## config.mk

```make
export PLATFORM = sky130hd
export DESIGN_NAME = mc_ctrl
export DESIGN_NICKNAME = d
export VERILOG_FILES = /design/src/rtl/mc_pkg.sv /design/src/rtl/mc_ctrl_store.sv /design/src/rtl/mc_next_addr.sv /design/src/rtl/mc_cmd_decode.sv /design/src/rtl/mc_ctrl.sv
export SDC_FILE = /design/constraint.sdc
export NUM_CORES = 1
export LEC_CHECK = 0
export ABC_AREA = 1
export BUFFER_PORTS_ARGS = -buffer_cell sky130_fd_sc_hd__buf_2
export CELL_PAD_IN_SITES_DETAIL_PLACEMENT = 1
export CELL_PAD_IN_SITES_GLOBAL_PLACEMENT = 1
export CORE_ASPECT_RATIO = 1.75
export CORE_MARGIN = 5
export CORE_UTILIZATION = 39
export DETAILED_ROUTE_END_ITERATION = 7
export PLACE_DENSITY = 0.81
export SLEW_MARGIN = 0
export SYNTH_ARGS = -nofsm -noshare
export SYNTH_HDL_FRONTEND = slang
export SYNTH_SLANG_ARGS = --single-unit
export TNS_END_PERCENT = 1
```

## constraint.sdc

```tcl
create_clock -name clk -period 2.1 [get_ports clk]
set_input_delay 0.21 -clock clk [delete_from_list [all_inputs] [get_ports clk]]
set_output_delay 0.21 -clock clk [all_outputs]
set_load 0.01 [all_outputs]
```

## src/rtl/mc_pkg.sv

```systemverilog
package mc_pkg;

  localparam int OPC_W          = 3;
  localparam int FLAG_W         = 4;
  localparam int FSEL_W         = $clog2(FLAG_W);
  localparam int ADDR_W         = 6;
  localparam int FIELD_W        = 3;
  localparam int N_FIELDS       = 4;
  localparam int CMDS_PER_FIELD = (1 << FIELD_W) - 1;
  localparam int CMD_W          = N_FIELDS * CMDS_PER_FIELD;
  localparam int SLOT_LG        = 2;

  // slot numbering of the control store (each slot is 1<<SLOT_LG words)
  localparam int SL_FETCH = 0;
  localparam int SL_INT   = 1;
  localparam int SL_OP0   = 2;

  localparam logic [ADDR_W-1:0] FETCH_ENTRY = ADDR_W'(SL_FETCH << SLOT_LG);
  localparam logic [ADDR_W-1:0] INT_ENTRY   = ADDR_W'(SL_INT << SLOT_LG);
  localparam logic [ADDR_W-1:0] INT_LAST    = ADDR_W'((SL_INT << SLOT_LG) + (1 << SLOT_LG) - 1);

  // sub-field positions
  localparam int FLD_SRC  = 0;
  localparam int FLD_DST  = 1;
  localparam int FLD_ALU  = 2;
  localparam int FLD_MISC = 3;

  // source codes
  localparam int S_PC = 1, S_MDR = 2, S_ACC = 3, S_IRA = 4, S_ALU = 5, S_SP = 6;
  // destination codes
  localparam int D_MAR = 1, D_IR = 2, D_ACC = 3, D_PC = 4, D_TMP = 5, D_MDR = 6;
  // ALU codes
  localparam int A_ADD = 1, A_SUB = 2;
  // misc codes
  localparam int M_RD = 1, M_WR = 2, M_PCI = 3, M_FLG = 4, M_ACK = 5, M_SPD = 6;

  // flag selectors
  localparam int FL_NEG  = 0;
  localparam int FL_ZERO = 1;

  // opcodes
  localparam int OP_NOP = 0, OP_LOAD = 1, OP_STORE = 2, OP_ADD = 3;
  localparam int OP_SUB = 4, OP_JMP = 5, OP_BRN = 6, OP_BRZ = 7;

  typedef enum logic [1:0] {
    SEQ_NEXT     = 2'd0,
    SEQ_DISPATCH = 2'd1,
    SEQ_BRANCH   = 2'd2,
    SEQ_RETURN   = 2'd3
  } seq_mode_e;

  typedef struct packed {
    logic [ADDR_W-1:0]                 jump;
    logic [FSEL_W-1:0]                 fsel;
    seq_mode_e                         mode;
    logic [N_FIELDS-1:0][FIELD_W-1:0]  ops;
  } uword_t;

  function automatic int at(int slot, int off);
    return (slot << SLOT_LG) + off;
  endfunction

  function automatic uword_t mk(int src, int dst, int alu, int misc,
                                seq_mode_e mode, int fsel, int jump);
    uword_t w;
    w.ops[FLD_SRC]  = FIELD_W'(src);
    w.ops[FLD_DST]  = FIELD_W'(dst);
    w.ops[FLD_ALU]  = FIELD_W'(alu);
    w.ops[FLD_MISC] = FIELD_W'(misc);
    w.mode          = mode;
    w.fsel          = FSEL_W'(fsel);
    w.jump          = ADDR_W'(jump);
    return w;
  endfunction

endpackage

```

## src/rtl/mc_ctrl_store.sv

```systemverilog
module mc_ctrl_store
  import mc_pkg::*;
(
  input  logic [ADDR_W-1:0] addr,
  output uword_t            word
);

  localparam int SLOT_W = ADDR_W - SLOT_LG;

  function automatic uword_t rom_word(logic [ADDR_W-1:0] a);
    int slot;
    int off;
    uword_t w;
    slot = int'(a[ADDR_W-1:SLOT_LG]);
    off  = int'(a[SLOT_LG-1:0]);
    w    = mk(0, 0, 0, 0, SEQ_NEXT, 0, at(SL_FETCH, 0));
    case (slot)
      SL_FETCH: case (off)
        0: w = mk(S_PC,  D_MAR, 0, 0,     SEQ_NEXT, 0, at(SL_FETCH, 1));
        1: w = mk(0,     0,     0, M_RD,  SEQ_NEXT, 0, at(SL_FETCH, 2));
        2: w = mk(S_MDR, D_IR,  0, M_PCI, SEQ_NEXT, 0, at(SL_FETCH, 3));
        default: w = mk(0, 0, 0, 0, SEQ_DISPATCH, 0, 0);
      endcase
      SL_INT: case (off)
        0: w = mk(S_SP, D_MAR, 0, M_SPD, SEQ_NEXT, 0, at(SL_INT, 1));
        1: w = mk(S_PC, D_MDR, 0, 0,     SEQ_NEXT, 0, at(SL_INT, 2));
        2: w = mk(0,    0,     0, M_WR,  SEQ_NEXT, 0, at(SL_INT, 3));
        default: w = mk(0, 0, 0, M_ACK, SEQ_NEXT, 0, at(SL_FETCH, 0));
      endcase
      SL_OP0 + OP_NOP:
        if (off == 0) w = mk(0, 0, 0, 0, SEQ_RETURN, 0, 0);
      SL_OP0 + OP_LOAD: case (off)
        0: w = mk(S_IRA, D_MAR, 0, 0,    SEQ_NEXT,   0, at(SL_OP0 + OP_LOAD, 1));
        1: w = mk(0,     0,     0, M_RD, SEQ_NEXT,   0, at(SL_OP0 + OP_LOAD, 2));
        2: w = mk(S_MDR, D_ACC, 0, 0,    SEQ_RETURN, 0, 0);
        default: ;
      endcase
      SL_OP0 + OP_STORE: case (off)
        0: w = mk(S_IRA, D_MAR, 0, 0,    SEQ_NEXT,   0, at(SL_OP0 + OP_STORE, 1));
        1: w = mk(S_ACC, D_MDR, 0, 0,    SEQ_NEXT,   0, at(SL_OP0 + OP_STORE, 2));
        2: w = mk(0,     0,     0, M_WR, SEQ_RETURN, 0, 0);
        default: ;
      endcase
      SL_OP0 + OP_ADD, SL_OP0 + OP_SUB: case (off)
        0: w = mk(S_IRA, D_MAR, 0, 0,    SEQ_NEXT, 0, at(slot, 1));
        1: w = mk(0,     0,     0, M_RD, SEQ_NEXT, 0, at(slot, 2));
        2: w = mk(S_MDR, D_TMP, 0, 0,    SEQ_NEXT, 0, at(slot, 3));
        default: w = mk(S_ALU, D_ACC, (slot == SL_OP0 + OP_ADD) ? A_ADD : A_SUB,
                        M_FLG, SEQ_RETURN, 0, 0);
      endcase
      SL_OP0 + OP_JMP:
        if (off == 0) w = mk(S_IRA, D_PC, 0, 0, SEQ_RETURN, 0, 0);
      SL_OP0 + OP_BRN, SL_OP0 + OP_BRZ: case (off)
        0: w = mk(0, 0, 0, 0, SEQ_BRANCH,
                  (slot == SL_OP0 + OP_BRN) ? FL_NEG : FL_ZERO, at(slot, 2));
        1: w = mk(0,     0,    0, 0, SEQ_RETURN, 0, 0);
        2: w = mk(S_IRA, D_PC, 0, 0, SEQ_RETURN, 0, 0);
        default: ;
      endcase
      default: ;
    endcase
    return w;
  endfunction

  always_comb word = rom_word(addr);

endmodule

```

## src/rtl/mc_next_addr.sv

```systemverilog
module mc_next_addr
  import mc_pkg::*;
(
  input  logic              clk,
  input  logic              rst_n,
  input  seq_mode_e         mode,
  input  logic [FSEL_W-1:0] fsel,
  input  logic [ADDR_W-1:0] jump,
  input  logic [OPC_W-1:0]  opcode,
  input  logic [FLAG_W-1:0] flags,
  input  logic              irq,
  output logic [ADDR_W-1:0] uar
);

  logic [ADDR_W-1:0] nxt_addr;
  logic              cond;

  assign cond = flags[fsel];

  always_comb begin
    case (mode)
      SEQ_NEXT:     nxt_addr = jump;
      SEQ_DISPATCH: nxt_addr = (ADDR_W'(SL_OP0) + ADDR_W'(opcode)) << SLOT_LG;
      SEQ_BRANCH:   nxt_addr = cond ? jump : uar + ADDR_W'(1);
      default:      nxt_addr = irq ? INT_ENTRY : FETCH_ENTRY;
    endcase
  end

  always_ff @(posedge clk or negedge rst_n) begin
    if (!rst_n) uar <= FETCH_ENTRY;
    else        uar <= nxt_addr;
  end

  AST_RET_TO_FETCH: assert property (@(posedge clk) disable iff (!rst_n)
    (mode == SEQ_RETURN && !irq) |=> (uar == FETCH_ENTRY));
  AST_RET_TO_INT: assert property (@(posedge clk) disable iff (!rst_n)
    (mode == SEQ_RETURN && irq) |=> (uar == INT_ENTRY));
  AST_BRANCH_FALL: assert property (@(posedge clk) disable iff (!rst_n)
    (mode == SEQ_BRANCH && !flags[fsel]) |=> (uar == $past(uar) + ADDR_W'(1)));
  AST_BRANCH_TAKE: assert property (@(posedge clk) disable iff (!rst_n)
    (mode == SEQ_BRANCH && flags[fsel]) |=> (uar == $past(jump)));
  AST_DISPATCH_SLOT: assert property (@(posedge clk) disable iff (!rst_n)
    (mode == SEQ_DISPATCH) |=> (uar[SLOT_LG-1:0] == '0));

endmodule

```

## src/rtl/mc_cmd_decode.sv

```systemverilog
module mc_cmd_decode
  import mc_pkg::*;
(
  input  logic                             clk,
  input  logic                             rst_n,
  input  logic [N_FIELDS-1:0][FIELD_W-1:0] ops,
  output logic [CMD_W-1:0]                 cmd
);

  logic [CMD_W-1:0] dec;

  for (genvar f = 0; f < N_FIELDS; f++) begin : g_field
    for (genvar k = 1; k <= CMDS_PER_FIELD; k++) begin : g_cmd
      assign dec[f*CMDS_PER_FIELD + k - 1] = (ops[f] == FIELD_W'(k));
    end

    AST_FIELD_EXCL: assert property (@(posedge clk) disable iff (!rst_n)
      $onehot0(cmd[f*CMDS_PER_FIELD +: CMDS_PER_FIELD]));
    AST_FIELD_IDLE: assert property (@(posedge clk) disable iff (!rst_n)
      (ops[f] == '0) |=> (cmd[f*CMDS_PER_FIELD +: CMDS_PER_FIELD] == '0));
  end

  always_ff @(posedge clk or negedge rst_n) begin
    if (!rst_n) cmd <= '0;
    else        cmd <= dec;
  end

endmodule

```

## src/rtl/mc_ctrl.sv

```systemverilog
module mc_ctrl
  import mc_pkg::*;
(
  input  logic              clk,
  input  logic              rst_n,
  input  logic [OPC_W-1:0]  opcode,
  input  logic [FLAG_W-1:0] flags,
  input  logic              irq_pending,
  output logic [CMD_W-1:0]  ucmd,
  output logic [ADDR_W-1:0] upc
);

  uword_t            word;
  logic [ADDR_W-1:0] uar;

  mc_ctrl_store u_store (
    .addr (uar),
    .word (word)
  );

  mc_next_addr u_seq (
    .clk    (clk),
    .rst_n  (rst_n),
    .mode   (word.mode),
    .fsel   (word.fsel),
    .jump   (word.jump),
    .opcode (opcode),
    .flags  (flags),
    .irq    (irq_pending),
    .uar    (uar)
  );

  mc_cmd_decode u_dec (
    .clk   (clk),
    .rst_n (rst_n),
    .ops   (word.ops),
    .cmd   (ucmd)
  );

  assign upc = uar;

  AST_FETCH_START: assert property (@(posedge clk) disable iff (!rst_n)
    (upc == FETCH_ENTRY) |=> (upc == FETCH_ENTRY + ADDR_W'(1)));
  AST_INT_EXIT: assert property (@(posedge clk) disable iff (!rst_n)
    (upc == INT_LAST) |=> (upc == FETCH_ENTRY));

endmodule

```

* After elaboration in Yosys (flattened, before gate mapping)
Cells that the tools add are included.
** Word-level totals
- Bits of input ports :: 10
- Flip-flop bits (word level) :: 34
- Output and inout port bits :: 34
- Logic and storage cells :: 73
** Operators by class
- Equality and inequality tests :: 43
- Add/subtract/negate cells :: 5
- $lt $le $gt $ge :: 1
- Reductions and logical operators :: 6
- Mux-type cells :: 16
** Operators by type and width (count)
- case mux 22 bit (8 select lines) :: 1
- case mux 22 bit (3 select lines) :: 2
- case mux 21 bit (3 select lines) :: 1
- case mux 20 bit (3 select lines) :: 1
- case mux 19 bit (3 select lines) :: 1
- case mux 18 bit (3 select lines) :: 1
- == test 3 bit, second input constant :: 16
- 2-to-1 mux 14 bit :: 2
- == test 3 x 2 -> 1 bit, second input constant :: 8
- case mux 6 bit (3 select lines) :: 1
- == test 4 x 3 -> 1 bit, second input constant :: 4
- == test 4 bit, second input constant :: 4
- adder 6 x 1 -> 6 bit, second input constant :: 2
- adder 6 x 2 -> 6 bit, second input constant :: 2
- == test 3 x 1 -> 1 bit, second input constant :: 4
- == test 4 x 2 -> 1 bit, second input constant :: 2
- zero test 2 bit :: 3
- 2-to-1 mux 6 bit :: 1
- adder 2 x 3 -> 4 bit, first input constant :: 1
- == test 2 x 1 -> 1 bit, second input constant :: 2
- == test 2 bit, second input constant :: 2
- == test 4 x 1 -> 1 bit, second input constant :: 1
- zero test 4 bit :: 1
- OR reduction 2 bit :: 2
- other kinds (5) :: 6

* Longest topological paths before layout
Gate-level depths: netlist of the first run.
- Depth after elaboration :: 8
- Gate-level depth with buffers :: 12
- Depth with buffers taken out :: 12

* By module
From an unflattened synthesis of the first run, not the netlist that was laid out.
** Second synthesis, totals
- Cells, all modules :: 281
- Area, all modules :: 2063.2 um^2
** Modules (own cells, without submodules)
- mc_cmd_decode :: times used 1, sequential area each 700.7 um^2, cells an instance 84, area an instance 910.9 um^2
- mc_ctrl_store :: times used 1, sequential area each 0.0 um^2, cells an instance 132, area an instance 683.2 um^2
- mc_next_addr :: times used 1, sequential area each 150.1 um^2, cells an instance 65, area an instance 469.2 um^2

* Least setup slack after synthesis of the first run
Ideal clock, no wire load.
- Kind :: reg-to-reg
- Start :: reg u_seq.uar[0]
- End :: reg u_seq.uar[3]
- Library setup time :: 0.068 ns
- Slack :: 0.423 ns
- Required time :: 2.032 ns
- Path buffers :: 0
- Data arrival time :: 1.608 ns
- Stages on the path, launching flop included :: 12
- Path through :: dfrtp_1 -> inv_1 -> ha_1 -> nand2_1 -> inv_1 -> nand3_1 -> nand2_1 -> nor2_4 -> nand2_4 -> nor2_4 -> nand2_1 -> nand3_1
** Between the ends
- Longest elaborated chain between the ends :: 7
** RTL lines
- from (decl) :: line mc_next_addr.sv:12 : output logic [ADDR_W-1:0] uar
- from (signal assigned) :: line mc_next_addr.sv:31 : else uar <= nxt_addr;
- == test 2 bit, or another cell as far along
- case mux 22 bit (3 select lines) :: line mc_ctrl_store.sv:53 : SL_OP0 + OP_BRN, SL_OP0 + OP_BRZ: case (off)
- case mux 22 bit (8 select lines) :: line mc_ctrl_store.sv:17 : case (slot)
- binary-select mux 1 bit (select 2 bit) :: line mc_next_addr.sv:18 : assign cond = flags[fsel];
- 2-to-1 mux 1 bit (implied by the code) :: line mc_next_addr.sv:18
- 2-to-1 mux 6 bit :: line mc_next_addr.sv:24 : SEQ_BRANCH: nxt_addr = cond ? jump : uar + ADDR_W'(1);
- case mux 6 bit (3 select lines) (*) :: line mc_next_addr.sv:21 : case (mode)
- via u_seq.nxt_addr[3] :: line mc_next_addr.sv:15 : logic [ADDR_W-1:0] nxt_addr;
The timed path passes the listed nets; every way through them passes the cells marked *. The select of a mux whose other input is x is not followed.

* Worst setup path after layout of the first run
- Start :: reg u_seq.uar[0]
- End :: reg u_seq.uar[2]
** Between the ends
- Longest elaborated chain between the ends :: 7
** RTL lines (line)
- == test 2 bit, or another cell as far along
- case mux 22 bit (3 select lines) :: mc_ctrl_store.sv:53
- case mux 22 bit (8 select lines) :: mc_ctrl_store.sv:17
- binary-select mux 1 bit (select 2 bit) :: mc_next_addr.sv:18
- 2-to-1 mux 1 bit (implied by the code) :: mc_next_addr.sv:18
- 2-to-1 mux 6 bit :: mc_next_addr.sv:24
- case mux 6 bit (3 select lines) (*) :: mc_next_addr.sv:21
- via u_seq.nxt_addr[2] :: mc_next_addr.sv:15
Marked as above.

==> load_flow_metrics.sql, run 1 <==
INSERT INTO impl_metrics (metric_group, metric, value, unit) VALUES
('logic_synthesis', 'synthesis.area_per_instance', '7.93', 'sq um'),
('timing', 'min_period_over_period', '92.0', '%'),
('logic_synthesis', 'ys_seq_area_share', '39.3', '%'),
('power_and_ir_drop', 'power_density', '1440', 'mW/mm^2'),
('global_route', 'number_of_global_route_vias_before_repair', '1929', ''),
('logic_synthesis', 'post_synth_num_cell_types', '32', ''),
('timing', 'fmax', '517', 'MHz'),
('logic_synthesis', 'synth_commonest_cells', '42 x nand2_1, 33 x nor2_1, 30 x dfrtp_1', ''),
('critical_path', 'worst_ep_arrival_time', '2.09', 'ns'),
('run_status', 'status', 'completed', ''),
('placement', 'place.detailed.hpwl', '4280', 'microns'),
('critical_path', 'cp.required', '2.26', 'ns'),
('logic_synthesis', 'muxShareOfSynthArea', '0', '%'),
('global_route', 'grt_use_total', '17.1', '%'),
('power_and_ir_drop', 'post-layout-total-power', '3.22', 'mW'),
('placement', 'last_weighted_congestion_value_of_the_routability_driven_placer', '0.901', ''),
('timing', 'rsz_0062_raised_after_global_routing', 'no', ''),
('placement', 'preCtsSetupSlack', '0.120', 'ns'),
('power_and_ir_drop', 'ir_worst_vdd', '0.664', 'mV'),
('min_path', 'timing.hold.worst_endpoint', 'u_seq.uar[2]$_DFF_PN0_', ''),
('cts', 'cts_setup_buffers', '0', ''),
('placement', 'place_area', '0.00213', 'sq mm'),
('timing', 'timing.final.crit_period', '1.93', 'ns'),
('global_route', 'antenna_found_initial', '0', ''),
('cts', 'number_of_h_tree_levels', '2', ''),
('cts', 'clkLatencyLatePin', '0.28', 'ns'),
('final_layout', 'antenna_cells', '0', ''),
('final_layout', 'flow.area_growth_from_synthesis', '17.0', '%'),
('critical_path', 'worst_r2r_endpoint', 'u_seq.uar[2]$_DFF_PN0_', ''),
('timing', 'timing.final.ws_setup', '0.167', 'ns'),
('logic_synthesis', 'synth-simple-area-share', '38.5', '%'),
('logic_synthesis', 'synth.ff_latch_count', '30', ''),
('route', 'firstDrtPassIters', '4', ''),
('floorplanning', 'design.die.area', '0.00646', 'sq mm'),
('route', 'detail-route-antenna-nets', '0', ''),
('cts', 'cts_buffers', '5', ''),
('route', 'avgRoutedWirePerCell', '15.2', 'microns'),
('logic_synthesis', 'ys_flop_type', 'dfrtp_1', ''),
('final_layout', 'final_util', '47.5', '%'),
('floorplanning', 'num_rows', '33', ''),
('global_route', 'grt_overflow', '0', ''),
('floorplanning', 'core-area', '0.00471', 'sq mm'),
('logic_synthesis', 'post_synth_top_area_cell', 'dfrtp_1', ''),
('cts', 'clkTransAtPathRegs', '0.07', 'ns'),
('logic_synthesis', 'synth-warning-count', '0', ''),
('route', 'vias_per_cell', '5.19', ''),
('cts', 'numClockSinks', '30', ''),
('critical_path', 'worstSetupStartpointType', 'flip-flop', ''),
('power_and_ir_drop', 'total_leakage_power', '1.26', 'nW'),
('critical_path', 'critical_path_peak_fanout', '8', ''),
('timing', 'hold-worst-slack', '0.195', 'ns'),
('route', 'vias', '1749', ''),
('logic_synthesis', 'syn-cell-area', '0.00191', 'sq mm'),
('critical_path', 'worst-r2r-setup-slack', '0.17', 'ns'),
('final_layout', 'final_design_area_no_fill', '0.00224', 'sq mm'),
('logic_synthesis', 'postSynth.asyncResetShare', '100', '%'),
('min_path', 'hold_path_class', 'in2reg', ''),
('critical_path', 'worstRegToRegCells', '10', ''),
('cts', 'cts_tree', 'yes', ''),
('final_layout', 'layout-drive-gt1-share', '32.6', '%'),
('critical_path', 'worstReg2RegStart', 'u_seq.uar[0]$_DFF_PN0_', ''),
('logic_synthesis', 'synthAdderAreaFrac', '3.93', '%'),
('global_route', 'grt_max_degree', '31', ''),
('cts', 'cts_root_buf', 'clkbuf_8', ''),
('min_path', 'min_path_cells', '3', ''),
('timing', 'hold_violations', '0', ''),
('timing', 'setup_viol', '0', ''),
('floorplanning', 'floorplan.initialDensity', '40.6', '%'),
('route', 'remaining_drc_errors', '0', ''),
('logic_synthesis', 'synth_top_area_share', '39.3', '%'),
('floorplanning', 'floorplan.io_pins', '44', '');
## what timing repair did
action,4_1_cts,5_1_grt
hold buffers,1,0
hold endpoints to repair,30,0
gates resized for setup,0,4
endpoints found under the setup margin,0,8
## flip-flops by register name, summed over array words and instances (netlist names)
register   cells
u_seq.uar      6
u_dec.cmd     24
## critical path: stages (launching register included)
cell     delay [ns]
dfrtp_1        0.47
ha_1           0.39
inv_1          0.17
o21ai_1        0.20
nor2_1         0.08
nor2_1         0.15
nand3_1        0.11
nand2_1        0.07
inv_1          0.04
nand2_1        0.04
nand4_1        0.08
## routing by layer
layer  global-route usage [%]  routed length, microns  vias to the layer above
met1                     15.5                    1770                      835
met3                     3.82                     227                       16
met4                     9.64                     200                        0
met5                        0                       0                        -
li1                         -                       -                      850
met2                     34.0                    2940                       48
## cells in the final DEF (no fill, tap or decap), types with 5 or more instances in the layout
master | netlist | layout
nand4_1 | 10 | 10
nor2_2 | 4 | 5
nand2_1 | 42 | 42
nor2_1 | 33 | 32
inv_2 | 15 | 15
clkbuf_8 | 0 | 6
dfrtp_1 | 30 | 30
inv_1 | 22 | 22
buf_2 | 0 | 37
o21ai_1 | 5 | 6
nor2_4 | 7 | 7
nand3_1 | 24 | 24
conb_1 | 1 | 5
o21ai_0 | 6 | 5
## how the worst max path moves through the flow
stage | start | end | slack (ns) | cells past startpoint
finish | u_seq.uar[0]$_DFF_PN0_ | u_seq.uar[2]$_DFF_PN0_ | 0.17 | 10
global route | u_seq.uar[0]$_DFF_PN0_ | u_seq.uar[2]$_DFF_PN0_ | 0.0005 | 10
CTS | u_seq.uar[0]$_DFF_PN0_ | u_dec.cmd[12]$_DFF_PN0_ | 0.09 | 8
detailed placement | u_seq.uar[0]$_DFF_PN0_ | u_seq.uar[5]$_DFF_PN0_ | 0.12 | 10
global placement | u_seq.uar[0]$_DFF_PN0_ | u_seq.uar[1]$_DFF_PN0_ | 0.16 | 11
floorplan | u_seq.uar[0]$_DFF_PN0_ | u_seq.uar[3]$_DFF_PN0_ | 0.42 | 11
## logic make-up (layout without fill, tap and decap cells)
logic type | after synthesis | in the layout
AO/OA/AOI/OAI | 18 | 18
flip-flops | 30 | 30
XOR/XNOR | 1 | 1
adder cells (fa/ha/maj) | 6 | 6
AND/OR/NAND/NOR | 140 | 140
other | 1 | 5
buffers and inverters | 45 | 85
## area by class of cell
class | count | area (sq um)
Clock buffer | 7 | 86.3
Clock inverter | 1 | 5.00
Fill cell | 631 | 2470
Inverter | 37 | 139
Multi-Input combinational cell | 170 | 980
Sequential cell | 30 | 751
Tap cell | 52 | 65.1
Timing Repair Buffer | 40 | 210
## power by group
| part | leakage [nW] | internal [mW] | total [mW] | switching, mW |
|---|---|---|---|---|
| sequential | 0.406 | 0.730 | 0.853 | 0.123 |
| clock | 0.0482 | 0.264 | 0.480 | 0.216 |
| combinational | 0.810 | 0.626 | 1.89 | 1.26 |
| total | 1.26 | 1.62 | 3.22 | 1.60 |
(Power assumes the default switching activity.)
==> inputs of run 2 (changes only) <==
ABC_AREA = not set   (was 1)
CORE_UTILIZATION = 40   (was 39)
==> load_flow_metrics.sql, run 2 <==
INSERT INTO impl_metrics (metric_group, metric, value, unit) VALUES
('critical_path', 'worst_ep_arrival_time', '2.30', 'ns'),
('logic_synthesis', 'muxShareOfSynthArea', '3.41', '%'),
('logic_synthesis', 'synth-warning-count', '0', ''),
('cts', 'cts_root_buf', 'clkbuf_8', ''),
('route', 'drt-total-wl', '6760', 'microns'),
('placement', 'place.detailed.hpwl', '4930', 'microns'),
('route', 'vias', '2025', ''),
('logic_synthesis', 'ys_flop_type', 'dfrtp_1', ''),
('critical_path', 'worstRegToRegCells', '8', ''),
('route', 'routed.top_layer', 'met4', ''),
('final_layout', 'flow.area_growth_from_synthesis', '37.1', '%'),
('critical_path', 'worstSetupPathType', 'reg2reg', ''),
('logic_synthesis', 'post_synth_top_area_cell', 'dfrtp_1', ''),
('timing', 'setup-tns-final', '0', 'ns'),
('global_route', 'grt_overflow', '0', ''),
('global_route', 'number_of_global_route_vias_before_repair', '2161', ''),
('timing', 'fmax', '482', 'MHz'),
('cts', 'cts_tree', 'yes', ''),
('route', 'firstDrtPassIters', '4', ''),
('route', 'wirelength_met1', '2340', 'microns'),
('logic_synthesis', 'xor_and_xnor_area_share_after_synthesis', '2.65', '%'),
('cts', 'clkLatencyLatePin', '0.29', 'ns'),
('final_layout', 'largest_register_ffs', '24', ''),
('cts', 'number_of_h_tree_levels', '2', ''),
('logic_synthesis', 'syn-cell-area', '0.00198', 'sq mm'),
('critical_path', 'worstReg2RegStart', 'u_seq.uar[0]$_DFF_PN0_', ''),
('critical_path', 'worst-r2r-setup-slack', '0.02', 'ns'),
('logic_synthesis', 'yosysMostFrequentCell', 'dfrtp_1', ''),
('timing', 'setup_viol', '0', ''),
('logic_synthesis', 'synth_top_area_share', '37.9', '%'),
('global_route', 'grt_pass1_wl', '10400', 'microns'),
('final_layout', 'antenna_cells', '0', ''),
('route', 'avgRoutedWirePerCell', '19.2', 'microns'),
('floorplanning', 'design.die.area', '0.00652', 'sq mm'),
('route', 'vias_per_cell', '5.74', ''),
('cts', 'clkTransAtPathRegs', '0.07', 'ns'),
('global_route', 'antenna_found_initial', '0', ''),
('critical_path', 'worst_r2r_endpoint', 'u_seq.uar[3]$_DFF_PN0_', ''),
('final_layout', 'most_common_cell_after_layout_fill_and_taps_aside', 'buf_4', ''),
('placement', 'place_area', '0.00250', 'sq mm'),
('logic_synthesis', 'post_synth_num_cell_types', '57', ''),
('final_layout', 'final_layout_net_count', '314', ''),
('min_path', 'timing.hold.worst_endpoint', 'u_seq.uar[2]$_DFF_PN0_', ''),
('logic_synthesis', 'synth-simple-area-share', '24.8', '%'),
('timing', 'timing.final.crit_period', '2.08', 'ns'),
('min_path', 'hold_path_class', 'in2reg', ''),
('final_layout', 'mostFrequentLayoutCells', '47 x buf_4, 37 x buf_2, 27 x dfrtp_1', ''),
('final_layout', 'largestRegisters', 'u_dec.cmd: 24 flops, u_seq.uar: 6 flops', ''),
('final_layout', 'filler_cell_count', '587', ''),
('timing', 'timing.slew.headroom', '54.4', '%'),
('route', 'met2_wl', '3680', 'microns'),
('critical_path', 'worstSetupStartpointType', 'flip-flop', ''),
('route', 'detail-route-antenna-nets', '0', ''),
('cts', 'cts_buffers', '5', ''),
('cts', 'numClockSinks', '30', ''),
('floorplanning', 'horizontal_extent_of_the_die', '63.2', 'microns'),
('global_route', 'grt_use_total', '20.5', '%'),
('timing', 'worst-slew-pin-transition', '0.684', 'ns'),
('logic_synthesis', 'synth-edff-count', '0', ''),
('logic_synthesis', 'synthesis.area_per_instance', '9.05', 'sq um'),
('floorplanning', 'num_rows', '34', ''),
('final_layout', 'regMostFlops', 'u_dec.cmd', ''),
('floorplanning', 'floorplan.initialDensity', '40.5', '%'),
('min_path', 'min_path_cells', '4', ''),
('final_layout', 'layout-drive-gt1-share', '42.5', '%'),
('placement', 'last_weighted_congestion_value_of_the_routability_driven_placer', '0.948', ''),
('logic_synthesis', 'synth_top_family_by_area', 'simple AND/OR/NAND/NOR gates', ''),
('critical_path', 'endpoint_kind', 'flip-flop', ''),
('power_and_ir_drop', 'ir_worst_vdd', '1.12', 'mV'),
('run_status', 'status', 'completed', ''),
('final_layout', 'stdcell_count', '353', ''),
('critical_path', 'cp.required', '2.33', 'ns'),
('floorplanning', 'floorplan.io_pins', '44', ''),
('logic_synthesis', 'synth_compound_area_share', '20.5', '%'),
('run', 'drv.max_cap_violation_count', '0', ''),
('logic_synthesis', 'netlist_instances', '219', ''),
('timing', 'min_period_over_period', '98.9', '%'),
('route', 'wl_met3', '309', 'microns'),
('global_route', 'grt_max_degree', '31', ''),
('logic_synthesis', 'synthAdderAreaFrac', '3.79', '%'),
('logic_synthesis', 'synth_commonest_cells', '30 x dfrtp_1, 18 x nor2_1, 15 x nand2_1', ''),
('final_layout', 'final_design_area_no_fill', '0.00272', 'sq mm'),
('timing', 'final_max_slew_viol_count', '0', ''),
('timing', 'rsz_0062_raised_after_global_routing', 'yes', ''),
('route', 'remaining_drc_errors', '0', ''),
('floorplanning', 'dieHeight', '103', 'microns'),
('logic_synthesis', 'synth.ff_latch_count', '30', ''),
('timing', 'hold_violations', '0', ''),
('placement', 'placed_cells_incl_taps', '342', ''),
('power_and_ir_drop', 'total_leakage_power', '1.31', 'nW'),
('placement', 'count_of_input_and_output_buffers', '37', ''),
('floorplanning', 'core-area', '0.00489', 'sq mm'),
('timing', 'skew', '0.00775', 'ns'),
('critical_path', 'critical_path_peak_fanout', '4', ''),
('route', 'drt_iter0_markers', '57', ''),
('logic_synthesis', 'ys_seq_area_share', '37.9', '%'),
('cts', 'clk_path_buf_depth', '2', ''),
('logic_synthesis', 'synth.top_cells.by_area', 'dfrtp_1 38%, ha_1 3.8%, nor2_1 3.4%', ''),
('timing', 'hold-worst-slack', '0.309', 'ns'),
('logic_synthesis', 'postSynth.asyncResetShare', '100', '%'),
('min_path', 'source_of_the_worst_hold_timing_path', 'irq_pending', ''),
('power_and_ir_drop', 'power_density', '1350', 'mW/mm^2');
## run 2: cell count changes after synthesis, sizes merged, moves of 6 or more
cell and delta:
inv -31, nor3b +9, nor2 -26, a21oi +10, buf +7, nand2 -35, nor3 +7, o31ai +6
nand3 -23, nand4 -10, nand2b +9
## run 2: cell type report
type	count	area [sq um]	share of cell area (%)
flip-flops and latches	30	754	27.8
well taps	54	67.6	2.49
inverters	6	22.5	0.829
clock inverters	1	5.00	0.184
multi-input cells	168	1210	44.6
repair buffers	87	571	21.0
clock buffers	7	86.3	3.18
## run 2: layer usage
layer	vias to the layer above	global-route usage [%]
met2	77	39.0
met3	29	3.38
met1	977	19.1
li1	942	-
met4	0	15.4
met5	-	0
## run 2: worst max-delay path: stages, from the launching register on
cell and delay, ns:
dfrtp_2 0.45, inv_2 0.10, ha_2 0.25, buf_4 0.15, nor3_2 0.05, o32a_1 0.32, or4_1 0.44, o31ai_1 0.09
a211o_1 0.16
## run 2: kinds of logic (layout without fill, tap and decap cells)
| family | after synthesis | count (layout) |
|---|---|---|
| adders and majority gates | 6 | 6 |
| buffers and inverters | 25 | 101 |
| and+or+nand+nor | 88 | 88 |
| other | 1 | 5 |
| xor gates and xnor gates | 6 | 6 |
| AOI/OAI and AO/OA | 57 | 57 |
| DFF | 30 | 30 |
| muxes | 6 | 6 |
## run 2: metrics by stage
step                      power (mW)  setup slack, ns  util (%)
after floorplan                 2.02           0.0132         -
after global placement          2.85          -0.0129      51.1
after detailed placement        2.93           -0.128      51.1
after CTS                       3.56           0.0106      54.4
after global routing            3.90          -0.0390      55.5
final                           3.66           0.0232      55.5
## run 2: worst max-delay path by stage
stage / start / end / slack (ns) / cells after the start
floorplan: u_seq.uar[0]$_DFF_PN0_ / u_seq.uar[2]$_DFF_PN0_ / 0.01 / 8
global placement: u_seq.uar[1]$_DFF_PN0_ / u_seq.uar[3]$_DFF_PN0_ / -0.01 / 7
detailed placement: u_seq.uar[1]$_DFF_PN0_ / u_seq.uar[2]$_DFF_PN0_ / -0.13 / 7
CTS: u_seq.uar[1]$_DFF_PN0_ / u_seq.uar[2]$_DFF_PN0_ / 0.01 / 9
global route: u_seq.uar[0]$_DFF_PN0_ / u_seq.uar[0]$_DFF_PN0_ / -0.04 / 9
finish: u_seq.uar[0]$_DFF_PN0_ / u_seq.uar[3]$_DFF_PN0_ / 0.02 / 8
## run 2: power breakdown
part / switching [mW] / total [mW] / internal [mW]
combinational: 1.27 / 2.37 / 1.10
sequential: 0.0834 / 0.797 / 0.714
clock: 0.231 / 0.495 / 0.264
total: 1.58 / 3.66 / 2.08
## run 2: timing repair
item                       CTS  global route
hold endpoints to repair    30             0
gates resized for setup     11            15
pin swaps                    2             1
buffers inserted             2             0
setup endpoints to repair   13            18
hold buffers                 1             0
==> inputs of run 3 (changes only) <==
PLACE_DENSITY = not set   (was 0.81)
PLACE_DENSITY_LB_ADDON = 0.15   (was not set)
==> load_flow_metrics.sql, run 3 (synthesized netlist as in run 2, its figures left out) <==
INSERT INTO impl_metrics (metric_group, metric, value, unit) VALUES
('cts', 'clkLatencyLatePin', '0.29', 'ns'),
('floorplanning', 'floorplan.io_pins', '44', ''),
('critical_path', 'slowest_stage', 'or3b_2', ''),
('placement', 'last_weighted_congestion_value_of_the_routability_driven_placer', '0.838', ''),
('timing', 'rsz_0062_raised_after_global_routing', 'yes', ''),
('route', 'detail-route-antenna-nets', '0', ''),
('floorplanning', 'horizontal_extent_of_the_die', '63.2', 'microns'),
('final_layout', 'final_design_area_no_fill', '0.00270', 'sq mm'),
('final_layout', 'mostFrequentLayoutCells', '44 x buf_4, 37 x buf_2, 28 x dfrtp_1', ''),
('floorplanning', 'dieHeight', '103', 'microns'),
('timing', 'timing.final.crit_period', '2.07', 'ns'),
('final_layout', 'largestRegisters', 'u_dec.cmd: 24 flops, u_seq.uar: 6 flops', ''),
('floorplanning', 'num_rows', '34', ''),
('final_layout', 'regMostFlops', 'u_dec.cmd', ''),
('global_route', 'grt_use_total', '19.5', '%'),
('final_layout', 'layout-drive-gt1-share', '42.1', '%'),
('timing', 'fmax', '484', 'MHz'),
('cts', 'cts_setup_buffers', '0', ''),
('power_and_ir_drop', 'total_leakage_power', '1.30', 'nW'),
('cts', 'clkTransAtPathRegs', '0.07', 'ns'),
('timing', 'min_period_over_period', '98.5', '%'),
('global_route', 'antenna_found_initial', '0', ''),
('placement', 'place.detailed.hpwl', '4810', 'microns'),
('timing', 'hold-worst-slack', '0.309', 'ns'),
('critical_path', 'startpoint', 'u_seq.uar[1]$_DFF_PN0_', ''),
('min_path', 'hold_path_class', 'in2reg', ''),
('cts', 'cts_tree', 'yes', ''),
('cts', 'numClockSinks', '30', ''),
('placement', 'count_of_input_and_output_buffers', '37', ''),
('critical_path', 'crit_path_max_incr_delay', '0.46', 'ns'),
('cts', 'clk_path_buf_depth', '2', ''),
('route', 'firstDrtPassIters', '4', ''),
('timing', 'final_max_slew_viol_count', '0', ''),
('timing', 'hold_violations', '0', ''),
('floorplanning', 'floorplan.initialDensity', '40.5', '%'),
('final_layout', 'flow.area_growth_from_synthesis', '36.4', '%'),
('global_route', 'number_of_global_route_vias_before_repair', '2097', ''),
('route', 'vias', '1952', ''),
('final_layout', 'most_common_cell_after_layout_fill_and_taps_aside', 'buf_4', ''),
('cts', 'cts_root_buf', 'clkbuf_8', ''),
('power_and_ir_drop', 'power_density', '1320', 'mW/mm^2'),
('critical_path', 'endpoint_kind', 'flip-flop', ''),
('route', 'drt_iter0_markers', '30', ''),
('final_layout', 'filler_cell_count', '591', ''),
('run_status', 'status', 'completed', ''),
('floorplanning', 'core-area', '0.00489', 'sq mm'),
('route', 'vias_per_cell', '5.56', ''),
('critical_path', 'worst_ep_arrival_time', '2.24', 'ns'),
('global_route', 'grt_overflow', '0', ''),
('min_path', 'source_of_the_worst_hold_timing_path', 'irq_pending', ''),
('floorplanning', 'design.die.area', '0.00652', 'sq mm'),
('final_layout', 'final_util', '55.3', '%'),
('timing', 'skew', '0.0105', 'ns'),
('route', 'avgRoutedWirePerCell', '17.5', 'microns'),
('timing', 'setup_viol', '0', ''),
('timing', 'timing.slew.headroom', '56.0', '%'),
('timing', 'worst-slew-pin-transition', '0.660', 'ns'),
('cts', 'number_of_h_tree_levels', '2', ''),
('global_route', 'grt_pass1_wl', '9890', 'microns'),
('critical_path', 'critical_path_peak_fanout', '4', ''),
('cts', 'cts_buffers', '5', ''),
('global_route', 'grt_max_degree', '31', ''),
('power_and_ir_drop', 'ir_worst_vdd', '0.690', 'mV'),
('route', 'drt-total-wl', '6140', 'microns'),
('critical_path', 'worstSetupPathType', 'reg2reg', ''),
('final_layout', 'final_layout_net_count', '312', ''),
('critical_path', 'path_common_cell', 'buf_4', ''),
('final_layout', 'antenna_cells', '0', ''),
('route', 'remaining_drc_errors', '0', ''),
('placement', 'place_area', '0.00252', 'sq mm'),
('critical_path', 'cp.required', '2.27', 'ns'),
('critical_path', 'crit_chain', 'ha_2, or3b_2, a21oi_2, buf_4, nor3_2, buf_4, a32oi_1, o31ai_1', ''),
('final_layout', 'largest_register_ffs', '24', ''),
('run', 'drv.max_cap_violation_count', '0', ''),
('critical_path', 'worstReg2RegStart', 'u_seq.uar[1]$_DFF_PN0_', ''),
('critical_path', 'worstSetupStartpointType', 'flip-flop', '');
run 3: cell types whose count changed in the layout (fill, tap and decap cells not counted), sizes merged:
| cell | change |
|---|---|
| buf | -2 |
| clkbuf | -1 |
| clkinvlp | +1 |
run 3: worst paths after layout:
path / cells past startpoint / to / slack [ns]
worst max-delay path: 8 / u_seq.uar[5]$_DFF_PN0_ / 0.03
worst min-delay path: 4 / u_seq.uar[2]$_DFF_PN0_ / 0.31
worst max register to register: 8 / u_seq.uar[5]$_DFF_PN0_ / 0.03
worst min register to register: 3 / u_seq.uar[0]$_DFF_PN0_ / 0.70
max in group asynchronous: 2 / u_seq.uar[3]$_DFF_PN0_ / 1.13
min in group asynchronous: 2 / u_dec.cmd[14]$_DFF_PN0_ / 0.50
run 3: layout make-up:
| class | count | area, sq um | area share [%] |
|---|---|---|---|
| multi-input combinational | 168 | 1190 | 44.0 |
| sequential | 30 | 753 | 27.9 |
| timing repair buffer | 85 | 577 | 21.3 |
| clock buffer | 6 | 82.6 | 3.05 |
| tap | 54 | 67.6 | 2.50 |
| inverter | 6 | 22.5 | 0.833 |
| clock inverter | 2 | 12.5 | 0.463 |
run 3: routing by layer:
layer / up-vias / wire length [microns] / global-route usage [%]
met3: 12 / 263 / 3.05
li1: 930 / - / -
met4: 0 / 188 / 10.2
met2: 56 / 3550 / 39.2
met5: - / 0 / 0
met1: 954 / 2140 / 18.4
run 3: power breakdown:
group	switching, mW	internal [mW]	total (mW)
Sequential	0.0686	0.712	0.780
Clock	0.235	0.263	0.498
Combinational	1.20	1.08	2.29
run 3: through the flow:
step	setup TNS (ns)	cells	power (mW)	worst slack, ns
after floorplan	0	223	2.02	0.0132
after global placement	0	342	2.89	0.0457
after detailed placement	-0.0234	342	2.95	-0.0234
after CTS	-0.00416	351	3.49	-0.00416
after global routing	-0.232	351	3.83	-0.0720
final	0	351	3.57	0.0319
run 3: critical path, delay by kind of cell, from the launching register on:
kind	cells	cell delay, ns
AND/OR/NAND/NOR	2	0.50
flip-flops	1	0.42
buffers and inverters	2	0.29
AO/OA/AOI/OAI	3	0.48
adder cells (fa/ha/maj)	1	0.25
run 3: what timing repair did:
action | CTS | global route
setup endpoints to repair | 4 | 26
pin swaps | 0 | 1
gates resized for setup | 2 | 16
endpoints found under the hold margin | 30 | 0
hold buffers | 1 | 0
